File: config.mk
export PLATFORM = sky130hd
export DESIGN_NAME = dec_interlock
export DESIGN_NICKNAME = d
export VERILOG_FILES = /design/src/rtl/dec_pkg.sv /design/src/rtl/dec_fields.sv /design/src/rtl/dec_raw_scan.sv /design/src/rtl/dec_state.sv /design/src/rtl/dec_interlock.sv
export SDC_FILE = /design/constraint.sdc
export NUM_CORES = 1
export LEC_CHECK = 0
export BUFFER_PORTS_ARGS = -buffer_cell sky130_fd_sc_hd__buf_2
export CORE_UTILIZATION = 33
export CTS_BUF_LIST = sky130_fd_sc_hd__clkbuf_8
export DETAILED_ROUTE_END_ITERATION = 8
export PLACE_DENSITY = 0.91
export REMOVE_ABC_BUFFERS = 1
export SYNTH_ARGS = -nofsm -noshare
export SYNTH_HDL_FRONTEND = slang
export SYNTH_SLANG_ARGS = --single-unit
File: constraint.sdc
create_clock -name clk -period 1.6 [get_ports clk]
set_input_delay 0.16 -clock clk [delete_from_list [all_inputs] [get_ports clk]]
set_output_delay 0.16 -clock clk [all_outputs]
set_load 0.02 [all_outputs]
File: src/rtl/dec_pkg.sv
package dec_pkg;

   typedef enum logic [2:0] {
      OP_ADD  = 3'd0,
      OP_SUB  = 3'd1,
      OP_MUL  = 3'd2,
      OP_ADDI = 3'd3,
      OP_LW   = 3'd4,
      OP_SW   = 3'd5,
      OP_BEQ  = 3'd6,
      OP_HALT = 3'd7
   } op_e;

   // Which fields an opcode touches.
   typedef struct packed {
      logic reads_a;   // reads rs
      logic reads_b;   // reads rt
      logic writes;    // produces a register
      logic dst_is_rt; // destination field is rt instead of rd
      logic has_imm;   // immediate must pass the range check
      logic is_br;     // control-transfer
   } dec_ctl_t;

   function automatic dec_ctl_t ctl_of(op_e op);
      dec_ctl_t c;
      c = '0;
      unique case (op)
         OP_ADD, OP_SUB, OP_MUL: begin
            c.reads_a = 1'b1; c.reads_b = 1'b1; c.writes = 1'b1;
         end
         OP_ADDI, OP_LW: begin
            c.reads_a = 1'b1; c.writes = 1'b1; c.dst_is_rt = 1'b1; c.has_imm = 1'b1;
         end
         OP_SW: begin
            c.reads_a = 1'b1; c.reads_b = 1'b1; c.has_imm = 1'b1;
         end
         OP_BEQ: begin
            c.reads_a = 1'b1; c.reads_b = 1'b1; c.has_imm = 1'b1; c.is_br = 1'b1;
         end
         default: c = '0;
      endcase
      return c;
   endfunction

endpackage

File: src/rtl/dec_fields.sv
module dec_fields
   import dec_pkg::*;
#(
   parameter int RW       = 5,
   parameter int IMM_IN_W = 32,
   parameter int IMM_W    = 16
) (
   input  logic [2:0]          op_raw,
   input  logic [RW-1:0]       rt,
   input  logic [RW-1:0]       rd,
   input  logic [IMM_IN_W-1:0] imm,
   output dec_ctl_t            ctl,
   output logic [RW-1:0]       dst,
   output logic                imm_bad,
   output logic [IMM_IN_W-1:0] imm_sx
);

   localparam int EXT_W = IMM_IN_W - IMM_W;

   always_comb begin
      ctl = ctl_of(op_e'(op_raw));
      if (!ctl.writes)
         dst = '0;
      else if (ctl.dst_is_rt)
         dst = rt;
      else
         dst = rd;
   end

   generate
      if (EXT_W == 0) begin : g_full_imm
         assign imm_sx  = imm;
         assign imm_bad = 1'b0;
      end else begin : g_narrow_imm
         logic fits;
         // Representable iff all bits from the sign bit upward agree.
         assign fits    = (&imm[IMM_IN_W-1:IMM_W-1]) | ~(|imm[IMM_IN_W-1:IMM_W-1]);
         assign imm_bad = ctl.has_imm & ~fits;
         assign imm_sx  = {{EXT_W{imm[IMM_W-1]}}, imm[IMM_W-1:0]};
      end
   endgenerate

endmodule

File: src/rtl/dec_raw_scan.sv
module dec_raw_scan #(
   parameter int RW        = 5,
   parameter int NUM_AHEAD = 3,
   parameter bit WB_SPLIT  = 1'b1
) (
   input  logic                    reads_a,
   input  logic                    reads_b,
   input  logic [RW-1:0]           src_a,
   input  logic [RW-1:0]           src_b,
   input  logic [NUM_AHEAD-1:0]    ahd_valid,
   input  logic [NUM_AHEAD-1:0]    ahd_wr,
   input  logic [NUM_AHEAD*RW-1:0] ahd_dst,
   output logic                    hit
);

   localparam int LAST = NUM_AHEAD - 1;

   logic [NUM_AHEAD-1:0] slot_hit;

   generate
      for (genvar i = 0; i < NUM_AHEAD; i++) begin : g_slot
         logic [RW-1:0] d;
         logic          producer;
         logic          match;
         assign d        = ahd_dst[i*RW +: RW];
         assign producer = ahd_valid[i] & ahd_wr[i] & (|d);
         assign match    = (reads_a & (d == src_a)) | (reads_b & (d == src_b));
         if (WB_SPLIT && i == LAST) begin : g_wb_slot
            // Written in the first half of this cycle, read in the second.
            assign slot_hit[i] = 1'b0 & producer & match;
         end else begin : g_live_slot
            assign slot_hit[i] = producer & match;
         end
      end
   endgenerate

   assign hit = |slot_hit;

endmodule

File: src/rtl/dec_state.sv
module dec_state (
   input  logic clk,
   input  logic rst_n,
   input  logic issue_br,
   input  logic resolve,
   input  logic fault_now,
   output logic pend,
   output logic stopped
);

   always_ff @(posedge clk) begin
      if (!rst_n) begin
         pend    <= 1'b0;
         stopped <= 1'b0;
      end else begin
         if (issue_br)
            pend <= 1'b1;
         else if (resolve)
            pend <= 1'b0;
         if (fault_now)
            stopped <= 1'b1;
      end
   end

endmodule

File: src/rtl/dec_interlock.sv
module dec_interlock
   import dec_pkg::*;
#(
   parameter int RW        = 5,
   parameter int NUM_AHEAD = 3,
   parameter int IMM_IN_W  = 32,
   parameter int IMM_W     = 16,
   parameter bit WB_SPLIT  = 1'b1
) (
   input  logic                    clk,
   input  logic                    rst_n,
   input  logic                    fd_valid,
   input  logic [2:0]              fd_op,
   input  logic [RW-1:0]           fd_rs,
   input  logic [RW-1:0]           fd_rt,
   input  logic [RW-1:0]           fd_rd,
   input  logic [IMM_IN_W-1:0]     fd_imm,
   input  logic [NUM_AHEAD-1:0]    ahd_valid,
   input  logic [NUM_AHEAD-1:0]    ahd_wr,
   input  logic [NUM_AHEAD*RW-1:0] ahd_dst,
   input  logic                    de_full,
   input  logic                    br_resolve,
   output logic                    fd_consume,
   output logic                    de_load,
   output logic                    raw_stall,
   output logic                    slot_stall,
   output logic                    fetch_freeze,
   output logic                    dec_wr,
   output logic [RW-1:0]           dec_dst,
   output logic [IMM_IN_W-1:0]     dec_imm_sx,
   output logic                    dec_fault
);

   generate
      if (RW < 1) begin : g_bad_rw
         $error("RW must be at least 1");
      end
      if (IMM_W < 2 || IMM_W > IMM_IN_W) begin : g_bad_imm
         $error("IMM_W must lie in 2..IMM_IN_W");
      end
      if (NUM_AHEAD < 1 || NUM_AHEAD <= int'(WB_SPLIT)) begin : g_bad_ahead
         $error("NUM_AHEAD must leave at least one live slot");
      end
   endgenerate

   dec_ctl_t ctl;
   logic     imm_bad;
   logic     raw_hit;
   logic     pend;
   logic     stopped;
   logic     live;
   logic     clear_path;
   logic     fault_now;

   dec_fields #(
      .RW(RW), .IMM_IN_W(IMM_IN_W), .IMM_W(IMM_W)
   ) u_fields (
      .op_raw  (fd_op),
      .rt      (fd_rt),
      .rd      (fd_rd),
      .imm     (fd_imm),
      .ctl     (ctl),
      .dst     (dec_dst),
      .imm_bad (imm_bad),
      .imm_sx  (dec_imm_sx)
   );

   dec_raw_scan #(
      .RW(RW), .NUM_AHEAD(NUM_AHEAD), .WB_SPLIT(WB_SPLIT)
   ) u_scan (
      .reads_a   (ctl.reads_a),
      .reads_b   (ctl.reads_b),
      .src_a     (fd_rs),
      .src_b     (fd_rt),
      .ahd_valid (ahd_valid),
      .ahd_wr    (ahd_wr),
      .ahd_dst   (ahd_dst),
      .hit       (raw_hit)
   );

   assign live       = fd_valid & ~stopped;
   assign clear_path = live & ~pend & ~imm_bad;
   assign fault_now  = live & ~pend & imm_bad;

   assign raw_stall  = clear_path & raw_hit;
   assign slot_stall = clear_path & ~raw_hit & de_full;
   assign de_load    = clear_path & ~raw_hit & ~de_full;
   assign fd_consume = de_load | (live & pend);

   assign dec_wr       = ctl.writes;
   assign fetch_freeze = pend;
   assign dec_fault    = stopped;

   dec_state u_state (
      .clk       (clk),
      .rst_n     (rst_n),
      .issue_br  (de_load & ctl.is_br),
      .resolve   (br_resolve),
      .fault_now (fault_now),
      .pend      (pend),
      .stopped   (stopped)
   );

endmodule

Word level (Yosys, flattened, before mapping)
Index checks and enable logic that the tools add are counted.
Storage, ports and cells
  memories: 0
  latch bits: 0
  word-level logic and storage cells: 66
  output and inout bits: 44
  register bits: 2
  memory bits (read-only): 0
  memory bits (writable): 0
Cells by class
  add/subtract/negate cells: 0
  divide/modulo/power cells: 0
  multiply operators: 0
  $lt $le $gt $ge: 0
  muxes and demuxes: 10
  shift-type cells: 0
  eq/ne operators: 10
  bitwise operators: 32
  reduce and logical (&&, ||, !) cells: 12
Operators by type and width (number)
  AND 1 bit: 21
  == test 5 bit: 4
  OR reduction 5 bit: 4
  AND reduction 17 bit: 1
  OR reduction 17 bit: 1
  2-to-1 mux 5 bit: 2
  == test 3 bit, second input constant: 3
  2-to-1 mux 1 bit: 8
  inverter 1 bit: 7
  OR reduction 7 bit: 1
  == test 3 x 2 -> 1 bit, second input constant: 2
  bitwise OR 1 bit: 4
  OR reduction 2 bit: 2
  OR reduction 4 bit: 1
  == test 3 x 1 -> 1 bit, second input constant: 1
  logical NOT 3 bit: 1
  nonzero test 2 bit: 1

Depth between registers and ports, before layout
Gate-level depths: netlist of run 1.
  word-level depth: 12
  depth in mapped cells: 6
  mapped depth without buffers: 5

By module
A second synthesis of run 1 with hierarchy kept.
Unflattened totals
  cell total of the unflattened synthesis: 130
  area total of the unflattened synthesis: 989.7 um2
Modules (own cells, without submodules)
  dec_fields: seq. area each 0.0 um2, area each 564.3 um2, instances 1, cells each 83
  dec_raw_scan: seq. area each 0.0 um2, area each 280.3 um2, instances 1, cells each 33
  dec_interlock: seq. area each 0.0 um2, area each 76.3 um2, instances 1, cells each 9
  dec_state: seq. area each 40.0 um2, area each 68.8 um2, instances 1, cells each 5

Least setup slack after synthesis of run 1
Ideal clock, no wire load.
  kind: input-to-output
  from: in ahd_dst[1]
  to: out de_load
  stages: 4
  data required time: 1440 ps
  setup slack: -39 ps
  arrival time: 1479 ps
  buffers on the path: 0
  cell sequence: or4_1 > o211ai_2 > o22ai_4 > nor3_1
Between the ends
  cells in the longest elaborated chain, start to end: 8
Ends and longest elaborated chain
  start, declared: RTL line dec_interlock.sv:20  | input logic [NUM_AHEAD*RW-1:0] ahd_dst,
  == test 5 bit: RTL line dec_raw_scan.sv:27  | assign match = (reads_a & (d == src_a)) | (reads_b & (d == src_b));
  AND 1 bit: RTL line dec_raw_scan.sv:27
  bitwise OR 1 bit: RTL line dec_raw_scan.sv:27
  AND 1 bit (*): RTL line dec_raw_scan.sv:32  | assign slot_hit[i] = producer & match;
  OR reduction 2 bit (*): RTL line dec_raw_scan.sv:37  | assign hit = |slot_hit;
  inverter 1 bit (*): RTL line dec_interlock.sv:87  | assign de_load = clear_path & ~raw_hit & ~de_full;
  AND 1 bit (*) (2 in series): RTL line dec_interlock.sv:87
  end, declared: RTL line dec_interlock.sv:24  | output logic de_load,
Every way passes the cells marked *; elsewhere a longest branch is shown, timed or not.

Worst setup path in the final report of run 1
  from: in fd_imm[22]
  to: out de_load
Between the ends
  cells in the longest elaborated chain, start to end: 9
Ends and longest elaborated chain
  start, declared: RTL line dec_interlock.sv:17  | input logic [IMM_IN_W-1:0] fd_imm,
  OR reduction 17 bit: RTL line dec_fields.sv:37  | assign fits = (&imm[IMM_IN_W-1:IMM_W-1]) | ~(|imm[IMM_IN_W-1:IMM_W-1]);
  inverter 1 bit: RTL line dec_fields.sv:37
  bitwise OR 1 bit (*): RTL line dec_fields.sv:37
  inverter 1 bit (*): RTL line dec_fields.sv:38  | assign imm_bad = ctl.has_imm & ~fits;
  AND 1 bit (*): RTL line dec_fields.sv:38
  inverter 1 bit (*): RTL line dec_interlock.sv:82  | assign clear_path = live & ~pend & ~imm_bad;
  AND 1 bit (*): RTL line dec_interlock.sv:82
  AND 1 bit (*) (2 in series): RTL line dec_interlock.sv:87
Marks and branches as above.

==> metrics.md, run 1 <==
| Metric | Value |
|---|---|
| Drc violations | `0` |
| RSZ-0062 raised after global routing | `yes` |
| Slew margin rel. | `71.6%` |
| Failing checks | `negative setup slack` |
| Post-place setup slack | `-0.120 ns` |
| Leak pwr | `0.655 nW` |
| Placed cell area | `1220 sq um` |
| Pre-antenna DRT Iters | `4` |
| Number of global-route vias before repair | `959` |
| Critical Path Fanout Max | `5` |
| Clock sink count | `2` |
| Clock buffer count from CTS | `3` |
| Final Cycle Share | `108%` |
| PnR worst setup slack | `-0.127 ns` |
| Largest net degree at the start of global routing | `19` |
| CTS tree | `done` |
| Hold_buf cts | `0` |
| Core Util, Final | `55.5%` |
| Mapped Cells | `119` |
| H-Tree Depth | `1` |
| Row Count | `18` |
| TNS Setup | `-0.309 ns` |
| Seq/Total Area, Yosys | `4.34%` |
| Slew at the pin closest to its max-slew limit | `0.425 ns` |
| Async set-or-reset flop fraction in the synthesized netlist | `0%` |
| Nets@finish | `265` |
| All-Layer GR Usage | `19.6%` |
| Crit start category | `input pin` |
| Grt ovf | `0` |
| Worst-Skew Late Latency | `0.21 ns` |
| Final Hold Fails | `0` |
| Max-Cap Viols | `0` |
| Worst hold path class | `input pin to register` |
| Yosys warns | `0` |
| Die X | `54.9 microns` |
| Area Growth Syn to Fin | `54.4%` |
| Final WL | `3100 microns` |
| Slew Limit Fails | `0` |
| Avg WL per Cell | `14.3 microns` |
| Antenna violations before repair | `0` |
| WP data required | `1.44 ns` |
| Placed insts | `212` |
| Status | `finished, violations left` |
| Final setup fails | `4` |
| Post-Layout Cell Count | `217` |
| Die height | `54.9 microns` |
| Max layer used | `met3` |
| Final HPWL DP | `2460 microns` |
| PortBufs | `82` |
| #FFs+latches synth | `2` |
| DR WL met3 | `445 microns` |
| First-pass GRT wire length | `4110 microns` |
| Final Instance Area | `1420 sq um` |
| Top achievable clock speed | `0.579 GHz` |
| I/O Pins | `120` |
| Antenna Cells | `0` |
| WL met2 | `1520 microns` |
| CP endpoint kind | `primary output` |
| Die area | `3010 sq um` |
| Antenna viol nets, final | `0` |
| Clock skew | `0.00208 ns` |
| Proportion of layout cells with a drive suffix above 1 | `64.7%` |
| Max IR drop VDD | `380 uV` |
| Main flop type after synthesis | `dfxtp_1` |
| Arrival @ worst endpoint | `1.57 ns` |
| Setup CP Type | `input pin to primary output` |
| Initial DRC Count | `10` |
| Clk slew on worst S/H paths | `0.03 ns` |
| DR vias | `1045` |
| Minimum clock period | `1.73 ns` |
| Gpl congestion | `0.745` |
| Core area | `2570 sq um` |
| Netlist cell types | `31` |
| Met1 Wirelength | `1140 microns` |
| Mapped Avg Cell Area | `7.75 sq um` |
| Vias/cell | `4.82` |
| Pwr Density | `458 nW/um^2` |
| Initial Util | `35.9%` |
| Post-Syn Area | `922 sq um` |
| Max clock buf depth | `2` |
| Root Buffer | `clkbuf_8` |
| Number of synthesized flops with an enable pin | `0` |
-- logic make-up after synthesis --
| family | count (synthesis) | share of synthesized area (%) |
|---|---|---|
| xor+xnor | 21 | 19.9 |
| compound gates | 17 | 18.9 |
| buf+inv | 35 | 28.1 |
| flops | 2 | 4.34 |
| simple gates | 44 | 28.8 |
-- synth_stat cells (2+ instances only) --
| cell | number | area, sq um |
|---|---|---|
| a21oi_1 | 5 | 25.0 |
| and4_1 | 2 | 17.5 |
| buf_4 | 32 | 240 |
| dfxtp_1 | 2 | 40.0 |
| inv_1 | 2 | 7.51 |
| nand2_1 | 8 | 30.0 |
| nand3_1 | 9 | 45.0 |
| nand3b_1 | 2 | 15.0 |
| nand4_1 | 6 | 37.5 |
| nor2b_1 | 2 | 12.5 |
| nor3_1 | 3 | 15.0 |
| nor3b_1 | 2 | 15.0 |
| nor4_1 | 3 | 18.8 |
| o211ai_2 | 2 | 25.0 |
| o21a_1 | 2 | 15.0 |
| o22a_4 | 2 | 35.0 |
| or4_1 | 2 | 15.0 |
| xnor2_1 | 20 | 175 |
-- report_power, final --
| part | internal (mW) | switching, mW |
|---|---|---|
| sequential | 0.0529 | 0.00216 |
| clock | 0.159 | 0.0362 |
| combinational | 0.193 | 0.209 |
-- cell type report --
| type | count | area [sq um] |
|---|---|---|
| tap | 30 | 37.5 |
| fill | 255 | 1140 |
| clock buffer | 3 | 41.3 |
| sequential | 2 | 40.0 |
| timing repair buffer | 98 | 587 |
| inverter | 2 | 7.51 |
| multi-input combinational | 82 | 711 |
-- state kept, by name, summed over array words and instances (netlist names) --
signal	cells
u_state.stopped	1
u_state.pend	1
-- stage by stage --
stage	hold WS, ns	total power [mW]
final	0.208	0.652
after global routing	0.216	0.691
after CTS	0.207	0.645
after detailed placement	0.320	0.416
after global placement	0.320	0.410
after floorplan	0.278	0.206
-- timing repair --
action                                  in CTS  in global routing
hold endpoints to repair                     0                  0
endpoints found under the setup margin       5                  9
gates resized for setup                     20                 10
pin swaps                                    5                 10
buffers inserted                             1                  1
-- final timing paths --
check	startpoint	end	slack [ns]	depth (start not counted)
worst min-delay path	rst_n	u_state.stopped	0.21	2
worst max-delay path	fd_imm[22]	de_load	-0.13	7
worst max register to register	u_state.pend	u_state.stopped	0.44	3
worst min register to register	u_state.pend	u_state.pend	0.51	2
-- cells in the final DEF (no fill, tap or decap) --
master | synthesis | final
nor3b_1 | 2 | 2
o221ai_1 | 1 | 1
o31ai_4 | 1 | 1
or3b_4 | 0 | 1
nand2_1 | 8 | 7
nand3b_1 | 2 | 2
buf_4 | 32 | 21
inv_1 | 2 | 2
nand3_1 | 9 | 9
o21a_1 | 2 | 2
buf_2 | 0 | 70
clkbuf_8 | 0 | 3
a21oi_2 | 0 | 1
and4_1 | 2 | 2
dfxtp_1 | 2 | 2
a41o_1 | 1 | 1
nor3_2 | 0 | 2
o21ai_1 | 1 | 1
nor3_1 | 3 | 1
o21ai_4 | 0 | 1
nor2_1 | 1 | 1
nand4_1 | 6 | 6
nor4_2 | 1 | 2
o22ai_4 | 1 | 1
o211ai_4 | 0 | 2
nor4_4 | 0 | 2
or4_4 | 0 | 2
a21oi_1 | 5 | 4
nor2b_1 | 2 | 2
nand2_2 | 1 | 2
xnor2_1 | 20 | 20
xor2_1 | 1 | 1
nand4_2 | 1 | 1
o22a_4 | 2 | 2
buf_6 | 1 | 7
-- worst max-delay path, cell delays in order --
cell,delay (ns)
buf_6,0.09
nor4_2,0.28
nand4_1,0.19
nor4_4,0.32
o21ai_4,0.12
nor3_2,0.23
buf_4,0.17
-- per-layer routing --
layer  GRT usage, %  vias to the layer above
met1           18.5                      449
met4           3.85                        0
li1               -                      535
met2           35.9                       61
met3           11.7                        0
met5              0                        -
No activity file was read; power rests on OpenSTA's default activity.
==> inputs of run 2 (changes only) <==
ABC_CLOCK_PERIOD_IN_PS = 1600   (was unset)
SETUP_SLACK_MARGIN = 0.15   (was unset)
==> run 2 against run 1 <==
Hold slack got worse by 0.0051 ns; highest routed layer is now met4; die area unchanged; clock skew about the same; largest cell class unchanged; the run still ends with negative setup slack left; design area increased by 14%; first-iteration DRC count increased by 20%.
==> metrics.md, run 2 (synthesis gave the netlist of run 1 again) <==
| Metric | Value |
|---|---|
| Status | `finished, violations left` |
| Failing checks | `negative setup slack` |
| Clock skew | `0.00198 ns` |
| I/O Pins | `120` |
| Commonest non-fill, non-tap cell in the layout | `buf_2` |
| Vias/cell | `5.00` |
| Worst-Skew Late Latency | `0.21 ns` |
| Crit start category | `input pin` |
| Initial Util | `35.9%` |
| Hold_buf cts | `0` |
| Leak pwr | `0.736 nW` |
| Clk slew on worst S/H paths | `0.03 ns` |
| Max layer used | `met4` |
| DR vias | `1094` |
| Grt ovf | `0` |
| Antenna Cells | `0` |
| Post-place setup slack | `-0.120 ns` |
| WP data required | `1.44 ns` |
| WL met2 | `1720 microns` |
| Final Hold Fails | `0` |
| H-Tree Depth | `1` |
| Core Util, Final | `63.3%` |
| Pwr Density | `446 nW/um^2` |
| Die area | `3010 sq um` |
| Critical Path Source | `fd_imm[22]` |
| Row Count | `18` |
| Drc violations | `0` |
| Clock sink count | `2` |
| DR WL met3 | `510 microns` |
| Setup CP Type | `input pin to primary output` |
| Final Cycle Share | `108%` |
| RSZ-0062 raised after global routing | `yes` |
| Number of global-route vias before repair | `984` |
| Max clock buf depth | `2` |
| Area Growth Syn to Fin | `76.1%` |
| Max IR drop VDD | `382 uV` |
| Pre-antenna DRT Iters | `4` |
| Slew margin rel. | `71.2%` |
| WHS | `0.203 ns` |
| Nets@finish | `267` |
| Source of the worst register-to-register timing path | `u_state.pend` |
| HP Start | `rst_n` |
| CTS tree | `done` |
| Top achievable clock speed | `0.579 GHz` |
| Regs by FF count | `u_state.pend x1, u_state.stopped x1` |
| Antenna violations before repair | `0` |
| Critical Path Fanout Max | `5` |
| Antenna viol nets, final | `0` |
| CP endpoint kind | `primary output` |
| Core area | `2570 sq um` |
| Initial DRC Count | `12` |
| Largest net degree at the start of global routing | `19` |
| Die X | `54.9 microns` |
| Avg WL per Cell | `15.5 microns` |
| Max-Cap Viols | `0` |
| Gpl congestion | `0.745` |
| First-pass GRT wire length | `4200 microns` |
| Proportion of layout cells with a drive suffix above 1 | `72.0%` |
| Slew Limit Fails | `0` |
| Worst hold path class | `input pin to register` |
| Filler cells | `218` |
| PortBufs | `82` |
| Root Buffer | `clkbuf_8` |
| Slew at the pin closest to its max-slew limit | `0.431 ns` |
| Final setup fails | `4` |
| Clock buffer count from CTS | `3` |
| Minimum clock period | `1.73 ns` |
| Final HPWL DP | `2460 microns` |
| Final WL | `3400 microns` |
| PnR worst setup slack | `-0.126 ns` |
| Die height | `54.9 microns` |
| All-Layer GR Usage | `20.0%` |
| Commonest cells after routing, fill and taps aside | `buf_2, xnor2_1, buf_4` |
| Met1 Wirelength | `1120 microns` |
| Arrival @ worst endpoint | `1.57 ns` |
run 2: changes by cell type in the layout (fill, tap and decap cells not counted), moves of 4 or more:
cell,previous run,this run
nand3_1,9,5
buf_6,7,16
buf_2,70,64
a21oi_1,4,0
nand2_1,7,2
nand2_4,0,5
run 2: path summary, 6_finish.rpt:
path	to	slack (ns)	cells past startpoint
max	de_load	-0.13	7
min	u_state.stopped	0.20	2
max reg2reg	u_state.stopped	0.44	3
min reg2reg	u_state.pend	0.51	2
run 2: timing repair:
item	4_1_cts	5_1_grt
endpoints found under the setup margin	9	10
setup buffers	1	3
gates resized for setup	27	44
pin swaps	8	17
run 2: through the flow:
stage                     cell area [sq um]  power, mW  TNS (ns)  cells
after floorplan                         671      0.206   -0.0773     86
final                                  1620      0.724    -0.336    219
after global routing                   1620      0.760    -0.535    219
after global placement                 1220      0.410    -0.360    212
after detailed placement               1220      0.416    -0.403    212
after CTS                              1400      0.653    -0.188    216
run 2: area by class of cell:
type | count | area [sq um] | share of cell area (%)
repair buffers | 100 | 671 | 41.3
inverters | 2 | 7.51 | 0.462
well taps | 30 | 37.5 | 2.31
flip-flops and latches | 2 | 40.0 | 2.47
multi-input cells | 82 | 827 | 50.9
clock buffers | 3 | 41.3 | 2.54
run 2: report_power, final:
part	leakage, nW	switching, mW	internal (mW)
logic	0.698	0.241	0.229
registers	0.0163	0.00215	0.0529
clock network	0.0216	0.0395	0.159
run 2: critical path, cell delays in order:
cell     delay [ns]
buf_6          0.09
nor4_2         0.28
nand4_1        0.19
nor4_4         0.33
o21ai_4        0.13
nor3_2         0.22
buf_4          0.17
run 2: metal layers:
metal / global-route usage [%] / vias to the layer above
li1: - / 538
met1: 18.7 / 484
met2: 37.1 / 66
met3: 11.7 / 6
met4: 3.85 / 0
met5: 0 / -
